$ cat src/rtl/pmc_pkg.sv
package pmc_pkg;
   typedef enum logic [1:0] {
      MODE_ATTN = 2'd0,
      MODE_STBY = 2'd1,
      MODE_NAP  = 2'd2,
      MODE_PDN  = 2'd3
   } pmc_mode_e;

   typedef enum logic [2:0] {
      OP_NONE = 3'd0,
      OP_ATTN = 3'd1,
      OP_STBY = 3'd2,
      OP_NAP  = 3'd3,
      OP_PDN  = 3'd4
   } pmc_op_e;
endpackage

$ cat src/rtl/pmc_holdoff.sv
module pmc_holdoff #(
   parameter int unsigned DELAY = 8
) (
   input  logic clk_i,
   input  logic rst_ni,
   input  logic start_i,
   output logic busy_o
);
   localparam int unsigned CW = $clog2(DELAY + 1);

   if (DELAY < 1) begin : g_bad_delay
      $error("pmc_holdoff: DELAY must be at least 1");
   end

   logic [CW-1:0] cnt_q;

   always_ff @(posedge clk_i or negedge rst_ni) begin
      if (!rst_ni)            cnt_q <= '0;
      else if (start_i)       cnt_q <= CW'(DELAY);
      else if (cnt_q != '0)   cnt_q <= cnt_q - 1'b1;
   end

   assign busy_o = (cnt_q != '0);
endmodule

$ cat src/rtl/pmc_wake_rx.sv
module pmc_wake_rx #(
   parameter int unsigned ID_W      = 6,
   parameter bit          MSB_FIRST = 1'b1
) (
   input  logic            clk_i,
   input  logic            rst_ni,
   input  logic            en_i,
   input  logic            strobe_i,
   input  logic            bit_i,
   input  logic [ID_W-1:0] id_i,
   output logic            hit_o
);
   localparam int unsigned CNTW = $clog2(ID_W);

   if (ID_W < 2) begin : g_bad_width
      $error("pmc_wake_rx: ID_W must be at least 2");
   end

   logic            active_q;
   logic [CNTW-1:0] cnt_q;
   logic [ID_W-1:0] sh_q, sh_next;
   logic            last_bit;

   if (MSB_FIRST) begin : g_msb
      assign sh_next = {sh_q[ID_W-2:0], bit_i};
   end else begin : g_lsb
      assign sh_next = {bit_i, sh_q[ID_W-1:1]};
   end

   assign last_bit = (cnt_q == CNTW'(ID_W - 1));

   always_ff @(posedge clk_i or negedge rst_ni) begin
      if (!rst_ni) begin
         active_q <= 1'b0;
         cnt_q    <= '0;
         sh_q     <= '0;
      end else if (!en_i) begin
         active_q <= 1'b0;
         cnt_q    <= '0;
         sh_q     <= '0;
      end else if (strobe_i) begin
         if (!active_q) begin
            active_q <= bit_i;
            cnt_q    <= '0;
            sh_q     <= '0;
         end else begin
            sh_q <= sh_next;
            if (last_bit) active_q <= 1'b0;
            else          cnt_q    <= cnt_q + 1'b1;
         end
      end
   end

   assign hit_o = en_i && strobe_i && active_q && last_bit && (sh_next == id_i);
endmodule

$ cat src/rtl/pmc_exit_regs.sv
module pmc_exit_regs #(
   parameter int unsigned XW        = 4,
   parameter int unsigned RESET_VAL = 1
) (
   input  logic          clk_i,
   input  logic          rst_ni,
   input  logic          we_i,
   input  logic          sel_i,
   input  logic [XW-1:0] wdata_i,
   output logic [XW-1:0] napx_o,
   output logic [XW-1:0] pdnx_o
);
   if (RESET_VAL >= (1 << XW)) begin : g_bad_reset
      $error("pmc_exit_regs: RESET_VAL does not fit in XW bits");
   end

   always_ff @(posedge clk_i or negedge rst_ni) begin
      if (!rst_ni) begin
         napx_o <= XW'(RESET_VAL);
         pdnx_o <= XW'(RESET_VAL);
      end else if (we_i) begin
         if (sel_i) pdnx_o <= wdata_i;
         else       napx_o <= wdata_i;
      end
   end
endmodule

$ cat src/rtl/pmc_power_ctrl.sv
module pmc_power_ctrl
   import pmc_pkg::*;
#(
   parameter int unsigned ID_W        = 6,
   parameter int unsigned XW          = 4,
   parameter int unsigned REENTRY_CYC = 8,
   parameter int unsigned REEXIT_CYC  = 24,
   parameter bit          MSB_FIRST   = 1'b1
) (
   input  logic            clk_i,
   input  logic            rst_ni,
   input  logic [ID_W-1:0] dev_id_i,
   input  logic            pkt_valid_i,
   input  logic [ID_W-1:0] pkt_dev_i,
   input  logic            pkt_bcast_i,
   input  logic [2:0]      pkt_op_i,
   input  logic            cfg_we_i,
   input  logic            cfg_sel_i,
   input  logic [XW-1:0]   cfg_wdata_i,
   input  logic            wake_strobe_i,
   input  logic            wake_bit_i,
   output logic [1:0]      mode_o,
   output logic            accept_o,
   output logic            ready_o
);
   if (XW < 1) begin : g_bad_xw
      $error("pmc_power_ctrl: XW must be at least 1");
   end

   pmc_mode_e     mode_q, prev_q;
   logic          pend_q, pend_pdn_q;
   logic          armed_q;
   logic [XW-1:0] left_q;
   logic          ready_q;

   logic          is_sleep, pkt_hit, sleep_req, want_sleep, want_pdn, enter, exit_fire;
   logic          rx_hit, reentry_busy, reexit_busy;
   logic [XW-1:0] napx, pdnx;

   assign is_sleep   = mode_q[1];
   assign pkt_hit    = pkt_valid_i && !is_sleep && (pkt_bcast_i || (pkt_dev_i == dev_id_i));
   assign sleep_req  = pkt_hit && !pkt_bcast_i &&
                       ((pkt_op_i == OP_NAP) || (pkt_op_i == OP_PDN));
   assign want_sleep = sleep_req || pend_q;
   assign want_pdn   = sleep_req ? (pkt_op_i == OP_PDN) : pend_pdn_q;
   assign enter      = !is_sleep && want_sleep && !reentry_busy;
   assign exit_fire  = is_sleep && armed_q && !reexit_busy && wake_strobe_i &&
                       (left_q <= XW'(1));

   pmc_exit_regs #(.XW(XW), .RESET_VAL(1)) i_regs (
      .clk_i   (clk_i),
      .rst_ni  (rst_ni),
      .we_i    (cfg_we_i),
      .sel_i   (cfg_sel_i),
      .wdata_i (cfg_wdata_i),
      .napx_o  (napx),
      .pdnx_o  (pdnx)
   );

   pmc_wake_rx #(.ID_W(ID_W), .MSB_FIRST(MSB_FIRST)) i_rx (
      .clk_i    (clk_i),
      .rst_ni   (rst_ni),
      .en_i     (is_sleep && !armed_q),
      .strobe_i (wake_strobe_i),
      .bit_i    (wake_bit_i),
      .id_i     (dev_id_i),
      .hit_o    (rx_hit)
   );

   pmc_holdoff #(.DELAY(REENTRY_CYC)) i_reentry (
      .clk_i   (clk_i),
      .rst_ni  (rst_ni),
      .start_i (exit_fire),
      .busy_o  (reentry_busy)
   );

   pmc_holdoff #(.DELAY(REEXIT_CYC)) i_reexit (
      .clk_i   (clk_i),
      .rst_ni  (rst_ni),
      .start_i (enter),
      .busy_o  (reexit_busy)
   );

   always_ff @(posedge clk_i or negedge rst_ni) begin
      if (!rst_ni) begin
         mode_q     <= MODE_ATTN;
         prev_q     <= MODE_ATTN;
         pend_q     <= 1'b0;
         pend_pdn_q <= 1'b0;
         armed_q    <= 1'b0;
         left_q     <= '0;
         ready_q    <= 1'b0;
      end else begin
         ready_q <= exit_fire;
         if (enter) begin
            mode_q  <= want_pdn ? MODE_PDN : MODE_NAP;
            prev_q  <= mode_q;
            pend_q  <= 1'b0;
            armed_q <= 1'b0;
         end else if (!is_sleep) begin
            if (sleep_req) begin
               pend_q     <= 1'b1;
               pend_pdn_q <= (pkt_op_i == OP_PDN);
            end
            if (pkt_hit && (pkt_op_i == OP_ATTN)) mode_q <= MODE_ATTN;
            if (pkt_hit && (pkt_op_i == OP_STBY)) mode_q <= MODE_STBY;
         end else if (rx_hit) begin
            armed_q <= 1'b1;
            left_q  <= (mode_q == MODE_PDN) ? pdnx : napx;
         end else if (exit_fire) begin
            mode_q  <= prev_q;
            armed_q <= 1'b0;
         end else if (armed_q && !reexit_busy && wake_strobe_i) begin
            left_q <= left_q - 1'b1;
         end
      end
   end

   assign mode_o   = mode_q;
   assign accept_o = !is_sleep;
   assign ready_o  = ready_q;
endmodule

$ cat config.mk
export PLATFORM = sky130hd
export DESIGN_NAME = pmc_power_ctrl
export DESIGN_NICKNAME = d
export VERILOG_FILES = /design/src/rtl/pmc_pkg.sv /design/src/rtl/pmc_holdoff.sv /design/src/rtl/pmc_wake_rx.sv /design/src/rtl/pmc_exit_regs.sv /design/src/rtl/pmc_power_ctrl.sv
export SDC_FILE = /design/constraint.sdc
export NUM_CORES = 1
export LEC_CHECK = 0
export CORE_MARGIN = 4
export CORE_UTILIZATION = 56
export DETAILED_ROUTE_END_ITERATION = 12
export MAX_ROUTING_LAYER = met4
export PLACE_DENSITY = 0.82
export SYNTH_ARGS = -nofsm -noshare
export SYNTH_HDL_FRONTEND = slang
export SYNTH_HIERARCHICAL = 1
export SYNTH_SLANG_ARGS = --single-unit
$ cat constraint.sdc
create_clock -name clk_i -period 3.8 [get_ports clk_i]
set_clock_uncertainty 0.05 [all_clocks]
set_input_delay 0.57 -clock clk_i [delete_from_list [all_inputs] [get_ports clk_i]]
set_output_delay 0.57 -clock clk_i [all_outputs]
set_load 0.01 [all_outputs]
## Word-level counts from Yosys, hierarchy flattened

Cells that the tools add are included.

| storage, ports and cells | value |
|---|---|
| flip-flop bits (word level) | 38 |
| output and inout bits | 4 |
| logic and storage cells | 115 |

| cells by class | value |
|---|---|
| $add $sub $neg | 4 |
| order comparisons | 1 |
| equality and inequality tests | 14 |
| mux-type cells | 34 |
| bitwise operators | 3 |
| reduce and logical (&&, ||, !) cells | 44 |

Operators with widths:

| cell | count |
|---|---|
| $mux W5 | 5 |
| $mux W4 | 6 |
| $logic_and A1 B1 Y1 | 19 |
| $mux W1 | 14 |
| $eq A6 B6 Y1 | 2 |
| $mux W3 | 4 |
| $reduce_and A2 Y1 | 6 |
| $mux W2 | 5 |
| $reduce_bool A2 Y1 | 5 |
| $reduce_bool A4 Y1 | 2 |
| $sub A4 B1 Y4 const B | 2 |
| $eq A3 B2 Y1 const B | 2 |
| $eq A3 B3 Y1 const B | 2 |
| $ne A3 B3 Y1 const B | 2 |
| $logic_not A1 Y1 | 5 |
| $reduce_bool A5 Y1 | 1 |
| $sub A5 B1 Y5 const B | 1 |
| $le A4 B1 Y1 const B | 1 |
| $ne A2 B1 Y1 const B | 2 |
| $reduce_and A4 Y1 | 1 |
| $add A3 B1 Y3 const B | 1 |
| $eq A3 B1 Y1 const B | 1 |
| $logic_or A1 B1 Y1 | 3 |
| $ne A3 B1 Y1 const B | 1 |
| 5 further kinds | 7 |

## Longest topological paths before layout

Gate-level depths: netlist of the first run.

| logic depth | value |
|---|---|
| word-level depth | 10 |
| mapped depth | 11 |
| gate-level depth less buffers | 10 |

## Cells and area by module

The synthesis of the first run kept the hierarchy.

Modules (own cells, without submodules):

| module | times used | cells an instance | area each (µm²) | seq. area each (µm²) |
|---|---|---|---|---|
| pmc_power_ctrl | 1 | 94 | 830.8 | 300.3 |
| pmc_wake_rx | 1 | 56 | 521.8 | 225.2 |
| pmc_exit_regs | 1 | 18 | 327.8 | 202.7 |
| pmc_holdoff at i_reexit | 1 | 24 | 260.2 | 125.1 |
| pmc_holdoff at i_reentry | 1 | 20 | 217.7 | 100.1 |

## Worst setup path after synthesis of the first run

Ideal clock, no wire load.

| path | value |
|---|---|
| kind | reg-to-reg |
| from | register i_reexit.cnt_q[0] |
| to | register mode_q[0], in the netlist mode_o[0] |
| library setup time | 0.133 ns |
| arrival | 2.301 ns |
| data required time | 3.617 ns |
| setup slack | 1.317 ns |
| stages on the path, launching flop included | 11 |
| period minus slack after synthesis | 2.483 ns |
| path through | dfrtp_1 -> inv_1 -> ha_1 -> or4b_4 -> buf_6 -> and3b_1 -> nand4b_2 -> o21ai_2 -> a21bo_1 -> a2111oi_2 -> a21oi_1 |

| on the way | value |
|---|---|
| word-level cells in the longest chain between the ends | 7 |

Ends and longest elaborated chain:

| what | RTL line | text |
|---|---|---|
| start: declaration | pmc_holdoff.sv:15 | `logic [CW-1:0] cnt_q;` |
| start signal: assignment | pmc_holdoff.sv:19 | `else if (start_i) cnt_q <= CW'(DELAY);` |
| start signal: assignment | pmc_holdoff.sv:20 | `else if (cnt_q != '0) cnt_q <= cnt_q - 1'b1;` |
| $reduce_bool A5 Y1 | pmc_holdoff.sv:23 | `assign busy_o = (cnt_q != '0);` |
| named net reexit_busy | pmc_power_ctrl.sv:37 | `logic rx_hit, reentry_busy, reexit_busy;` |
| $logic_not A1 Y1 | pmc_power_ctrl.sv:47 | `assign exit_fire = is_sleep && armed_q && !reexit_busy && wake_strobe_i &&` |
| $logic_and A1 B1 Y1 (3 in series) | pmc_power_ctrl.sv:47 |  |
| $ne A3 B1 Y1 (no source line) | n/a |  |
| $reduce_and A3 Y1 (no source line) | n/a |  |
| end signal: assignment | pmc_power_ctrl.sv:96 | `mode_q <= want_pdn ? MODE_PDN : MODE_NAP;` |
| end signal: assignment | pmc_power_ctrl.sv:111 | `mode_q <= prev_q;` |
| end: declaration | pmc_power_ctrl.sv:30 | `pmc_mode_e mode_q, prev_q;` |

The timed path passes the listed nets, and every way through them passes these cells.
A chain may end at the register's enable or synchronous reset.

## Final worst setup path of the first run

| path | value |
|---|---|
| from | input port wake_strobe_i |
| to | register left_q[3] |

| on the way | value |
|---|---|
| word-level cells in the longest chain between the ends | 6 |
| elaborated cells on any way between the ends | 11 |
| classes of those cells | 1 x eq/ne; 1 x mux; 9 x reduce/logical |

Ends and longest elaborated chain:

| what | RTL line | text |
|---|---|---|
| start: declaration | pmc_power_ctrl.sv:20 | `input logic wake_strobe_i,` |
| $logic_and A1 B1 Y1 (*) (4 in series) | pmc_wake_rx.sv:54 | `assign hit_o = en_i && strobe_i && active_q && last_bit && (sh_next == id_i);` |
| named net rx_hit | pmc_power_ctrl.sv:37 |  |
| $ne A2 B1 Y1 (no source line) or $reduce_bool A2 Y1 (tied branches) | n/a |  |
| $reduce_and A4 Y1 (no source line) | n/a |  |
| end signal: assignment | pmc_power_ctrl.sv:109 | `left_q <= (mode_q == MODE_PDN) ? pdnx : napx;` |
| end signal: assignment | pmc_power_ctrl.sv:114 | `left_q <= left_q - 1'b1;` |
| end: declaration | pmc_power_ctrl.sv:33 | `logic [XW-1:0] left_q;` |

Mark *: on every way through the listed nets, which the timed path passes. The rest lies on a longest branch.

==> metrics.yaml, run 1 <==
vias: 1666
grt-ovfl-total: 0
p_sw_mw: 0.3514
die_w_um: 70.08
routabilityCongestion: 0.9187
ant_nets: 0
p_seq_share_pct: 45.0
dieHeight_um: 70.08
period_minus_slack_ns: 2.804
max_freq_mhz: 356.6
fillCellCount: 293
hold_slack_ns: 0.4483
ios: 31
slowest_stage: "clkdlybuf4s50_1"
swShare_pct: 28.85
peakVddDrop_mv: 0.3005
insertion_delay_ns: 0.29
cts_tree: "built"
synth_commonest_cells: "dfrtp_1, a21oi_1, nor2_1"
synth_edf_count: 0
cp_cell_sequence: "clkdlybuf4s50_1 -> nand4_1 -> nor4_1 -> buf_4 -> inv_1 -> a21oi_1 -> nand3_1 -> a21oi_1 -> a311oi_1"
finalSetupViolCount: 0
grt_use_total_pct: 19.09
crit_start: "wake_strobe_i"
cts.clk_slew.worst_paths_ns: 0.07
synth.area.top_cells: "dfrtp_1, a21oi_1, xnor2_1"
start_util_pct: 58.51
syn_area_sq_um: 2158
rows: 22
io_buffers: 30
hold_path.class: "reg2reg"
synth_top_area_share_pct: 41.74
p_int_mw: 0.8665
h-tree-depth: 2
cts_num_sinks: 38
cts_setup_buffers: 0
cellLeakagePower_nw: 1.123
drive_above_1_share_pct: 14.69
ys_seq_area_share_pct: 44.17
setup.worst_path.class: "in2reg"
register_area_sq_um: 953.4
critPathMaxFanout: 19
worst_pin_slew_ns: 0.8406
via_per_inst: 5.686
core_sq_um: 3689
yosys_warnings: 6
syn2layout_area_growth_pct: 20.52
pwr-share-clk_pct: 27.3
startpoint_type: "input pin"
syn_avg_cell_area_sq_um: 10.18
power.total_mw: 1.218
antenna_found_initial: 0
report.final.slew_viol_count: 0
timing.hold.worst.start: "pend_q"
comb_power_share_pct: 27.6
grt_max_degree: 21
rsz0062_at_grt: "no"
cp.arrival_ns: 2.90
r2r_start: "mode_o[1]"
routedWlPerCell_um: 14.03
max_cap_violations: 0
path_common_cell: "a21oi_1"
clockBufferDepth: 2
dp_hpwl_um: 3102
synth_nets: 245
cp.required_ns: 3.90
drc_errors: 0
grt_pass1_wl_um: 7272
n_antenna_cell: 0
max_stage_delay_ns: 0.80
hold_violations: 0
synth_cell_types: 54
relSlewSlack_pct: 43.79
cts_hold_buf: 0
grt_pass1_vias: 1600
multi_input_area_sq_um: 1114
nets: 277
fin_crit_sh_pct: 73.80
ys_ff_latch: 38
dr.first_iter.drc_count: 125
outcome: "finished clean"
synthCells: 212
cts_root_buf: "clkbuf_8"
yosys_most_used_dff: "dfrtp_1"
wl_um: 4110
async_flop_share_pct: 100.0
cp-end-kind: "register"
dr.pass1.iters: 4
synth.most_common_cell: "dfrtp_1"
dieArea_sq_um: 4911
p_per_area_nw_per_um2: 468.2
numCtsBuffers: 5
synth_top_area_cell: "dfrtp_1"
ctsResizeCount: 0
tns_ns: 0
stage by stage:
step	instances	setup slack, ns	area [sq um]	util (%)
3_3_place_gp	285	0.8979	2491	67.54
3_5_place_dp	285	0.7209	2491	67.54
6_report	293	0.9955	2601	70.52
4_1_cts	293	1.045	2601	70.52
5_1_grt	293	0.7937	2601	70.52
2_1_floorplan	212	1.317	2158	-
sequential cells by signal, indices dropped and copies added, names as in the netlist, 2 cells and up:
name,cells
i_reexit/cnt_q,5
i_rx/sh_q,5
i_reentry/cnt_q,4
i_regs/napx_o,4
i_regs/pdnx_o,4
left_q,4
i_rx/cnt_q,3
mode_o,2
prev_q,2
cell type report:
class / count / share of cell area, %
inverters: 13 / 1.876
flip-flops and latches: 38 / 36.65
clock inverters: 2 / 1.443
well taps: 48 / 2.309
repair buffers: 32 / 12.12
multi-input cells: 154 / 42.81
clock buffers: 6 / 2.790
power by group through the flow:
stage               Combinational [mW]  Clock, mW  Sequential [mW]
floorplan                        0.264          0            0.531
CTS                              0.341      0.341            0.547
finish                           0.337      0.333            0.549
global route                     0.381      0.358            0.559
global placement                 0.326          0            0.550
detailed placement               0.340          0            0.554
placed cells by master (no fill, tap or decap), types with 2 or more instances in the layout:
cell / count
nand4_1: 4
clkdlybuf4s50_1: 30
a211oi_1: 3
or2_2: 2
a211o_1: 4
mux2_4: 5
or3_1: 2
xnor2_1: 11
a311oi_1: 3
o21ai_0: 6
nor3_1: 4
inv_1: 13
nor2_1: 15
nand2b_1: 7
xor2_1: 2
dfrtp_1: 36
clkbuf_8: 5
mux2i_1: 2
nand3b_1: 2
ha_1: 6
dfstp_2: 2
and3b_1: 2
mux2_2: 5
nand3_1: 11
and3_1: 2
nor4_2: 2
nand2_1: 7
buf_4: 2
a21oi_1: 20
nor2b_1: 4
kinds of logic (layout without fill, tap and decap cells):
kind of cell / Yosys count / in the layout / share of synthesized area (%)
simple gates: 74 / 74 / 20.58
xor+xnor: 13 / 13 / 5.275
fa+ha+maj: 6 / 6 / 3.478
mux: 12 / 12 / 7.014
flops: 38 / 38 / 44.17
compound gates: 49 / 49 / 15.25
buf+inv: 20 / 53 / 4.232
worst max-delay path: cells and delay by family:
kind                   cells  cell delay [ns]
AND/OR/NAND/NOR            3             0.52
buffers and inverters      3             1.12
AO/OA/AOI/OAI              3             0.69
path summary, 6_finish.rpt:
path                                           end  slack, ns  cells after the start
worst max register to register           left_q[3]       1.06                     10
worst min-delay path                        pend_q       0.45                      2
worst min register to register              pend_q       0.45                      2
worst max-delay path                     left_q[3]        1.0                      9
min in group asynchronous       i_reentry/cnt_q[3]       0.70                      1
max in group asynchronous        i_reexit/cnt_q[2]       2.24                      2
layer usage:
metal,GRT usage (%),vias up,part of all wire [%]
met1,22.44,784,44
met5,-,-,0
li1,-,826,-
met4,6.809,0,1.6
met2,30.22,51,47
met3,6.906,5,6.9
(Power assumes the default switching activity.)
==> run 2, diff against run 1 <==
--- a/config.mk
+++ b/config.mk
@@ -6,10 +6,10 @@
 export NUM_CORES = 1
 export LEC_CHECK = 0
 export CORE_MARGIN = 4
-export CORE_UTILIZATION = 56
+export CORE_UTILIZATION = 54
 export DETAILED_ROUTE_END_ITERATION = 12
 export MAX_ROUTING_LAYER = met4
-export PLACE_DENSITY = 0.82
+export PLACE_DENSITY = 0.79
 export SYNTH_ARGS = -nofsm -noshare
 export SYNTH_HDL_FRONTEND = slang
 export SYNTH_HIERARCHICAL = 1
==> constraint.sdc (replaced) <==
create_clock -name clk_i -period 2.65 [get_ports clk_i]
set_clock_uncertainty 0.05 [all_clocks]
set_input_delay 0.3975 -clock clk_i [delete_from_list [all_inputs] [get_ports clk_i]]
set_output_delay 0.3975 -clock clk_i [all_outputs]
set_load 0.01 [all_outputs]
==> run 2 against run 1 <==
Worst hold slack worse by 0.30 ns. Final cell count grew 1.7%. Sequential cell count unchanged. Setup slack worse by 0.88 ns. Critical endpoint is now mode_o[0].
==> metrics.yaml, run 2 (synthesis results as in run 1) <==
outcome: "finished clean"
register_area_sq_um: 953.4  # unchanged
grt-ovfl-total: 0  # unchanged
core_sq_um: 3771  # +2.2%
fin_cells: 298  # +1.7%
place_area_sq_um: 2509  # +0.70%
p_per_area_nw_per_um2: 649.7  # +39%
slowest_stage: "or4b_4"
cellLeakagePower_nw: 1.147  # +2.1%
cp-end-kind: "register"
worst_pin_slew_ns: 0.8340  # -0.006606 ns
fin_crit_sh_pct: 95.56
cp_cell_sequence: "inv_1 -> ha_4 -> or4b_4 -> and3b_2 -> nand4b_2 -> o21ai_2 -> a21bo_1 -> a2111oi_2 -> a21oi_1"
io_buffers: 30  # unchanged
layout_common_cells: "dfrtp_1, clkdlybuf4s50_1, a21oi_1"
power.total_mw: 1.709  # +40%
dr.pass1.iters: 4  # unchanged
fillCellCount: 303  # +3.4%
cts_root_buf: "clkbuf_8"
crit_buf_inv: 1  # -2
grt_pass1_wl_um: 6796  # -6.5%
routabilityCongestion: 0.8370  # -8.9%
finalSetupViolCount: 0  # unchanged
dieArea_sq_um: 5072  # +3.3%
setup.worst_path.class: "reg2reg"
ant_nets: 0  # unchanged
cp.arrival_ns: 2.64  # -0.26 ns
reg_top3: "i_reexit/cnt_q (5), i_rx/sh_q (5)"
wl_met2_um: 1766  # -8.8%
critPathTopFamily: "simple AND/OR/NAND/NOR gates"
layout_commonest_cell: "dfrtp_1"
m1WireLength_um: 1956  # +7.1%
nets: 283  # +2.2%
numCtsBuffers: 5  # unchanged
cts_num_sinks: 38  # unchanged
pre_cts_slack_ns: -0.04735  # -0.7682 ns
dr.first_iter.drc_count: 58  # -54%
relSlewSlack_pct: 44.40  # +0.62 points
antenna_found_initial: 0  # unchanged
grt_max_degree: 39  # +86%
setup_slack_ns: 0.1176  # -0.8779 ns
vias: 1675  # +0.54%
dp_hpwl_um: 2997  # -3.4%
max_freq_mhz: 394.9
die_w_um: 71.22  # +1.6%
routedWlPerCell_um: 13.53  # -3.5%
startpoint_type: "register"
hold_violations: 0  # unchanged
cts_hold_buf: 0  # unchanged
max_cap_violations: 0  # unchanged
cts_tree: "built"
syn2layout_area_growth_pct: 21.91
drc_errors: 0  # unchanged
grt_use_total_pct: 17.21  # -1.9 points
hold_path.class: "in2async"
clockBufferDepth: 2  # unchanged
top_layer: "met4"
peakVddDrop_mv: 0.4242  # +41%
cp.required_ns: 2.76  # -1.14 ns
grt_pass1_vias: 1531  # -4.3%
ios: 31  # unchanged
dieHeight_um: 71.22  # +1.6%
max_stage_delay_ns: 0.49  # -0.31 ns
insertion_delay_ns: 0.29  # about the same
wl_um: 4033  # -1.9%
place_inst: 288  # +1.1%
critPathMaxFanout: 5  # -14
fin_area_sq_um: 2631  # +1.2%
via_per_inst: 5.621  # -1.1%
drive_above_1_share_pct: 17.60  # +2.9 points
h-tree-depth: 2  # unchanged
cts.clk_slew.worst_paths_ns: 0.07  # about the same
start_util_pct: 57.23  # -1.3 points
wl_met3_um: 257  # -8.9%
period_minus_slack_ns: 2.532
rows: 22  # unchanged
multi_input_area_sq_um: 1127  # +1.2%
n_antenna_cell: 0  # unchanged
report.final.slew_viol_count: 0  # unchanged
[run 2: metal layers]
| metal | up-vias | global-route usage, % |
|---|---|---|
| li1 | 828 | - |
| met1 | 798 | 22.26 |
| met2 | 44 | 26.22 |
| met3 | 5 | 5.189 |
| met4 | 0 | 5.010 |
| met5 | - | - |
[run 2: cell type report]
type | count | area share [%]
Sequential cell | 38 | 36.23
Multi-Input combinational cell | 154 | 42.84
Inverter | 13 | 1.854
Timing Repair Buffer | 38 | 13.50
Tap cell | 48 | 2.282
Clock buffer | 7 | 3.281
[run 2: per-stage QoR]
step	utilization (%)	hold WS (ns)	setup TNS (ns)
5_1_grt	69.77	0.2140	-0.006325
4_1_cts	68.81	0.1799	0
3_3_place_gp	66.52	0.4262	0
3_5_place_dp	66.52	0.4440	-0.1133
6_report	69.77	0.1503	0
2_1_floorplan	-	0.05191	0
[run 2: final timing paths]
kind / slack (ns) / endpoint / from / depth (start not counted)
max: 0.12 / mode_o[0] / i_reexit/cnt_q[0] / 9
min: 0.15 / i_rx/active_q / rst_ni / 1
max reg2reg: 0.12 / mode_o[0] / i_reexit/cnt_q[0] / 9
min reg2reg: 0.45 / pend_q / pend_q / 2
max in group asynchronous: 1.86 / i_reexit/cnt_q[3] / rst_ni / 1
min in group clk_i: 0.45 / pend_q / pend_q / 2
[run 2: where the power goes]
group / internal, mW / switching, mW
Combinational: 0.314 / 0.227
Clock: 0.206 / 0.185
Sequential: 0.685 / 0.0923
[run 2: timing repair]
| action | in CTS | in global routing |
|---|---|---|
| setup endpoints to repair | 0 | 1 |
| setup buffers | 0 | 3 |
| gates resized for setup | 0 | 3 |
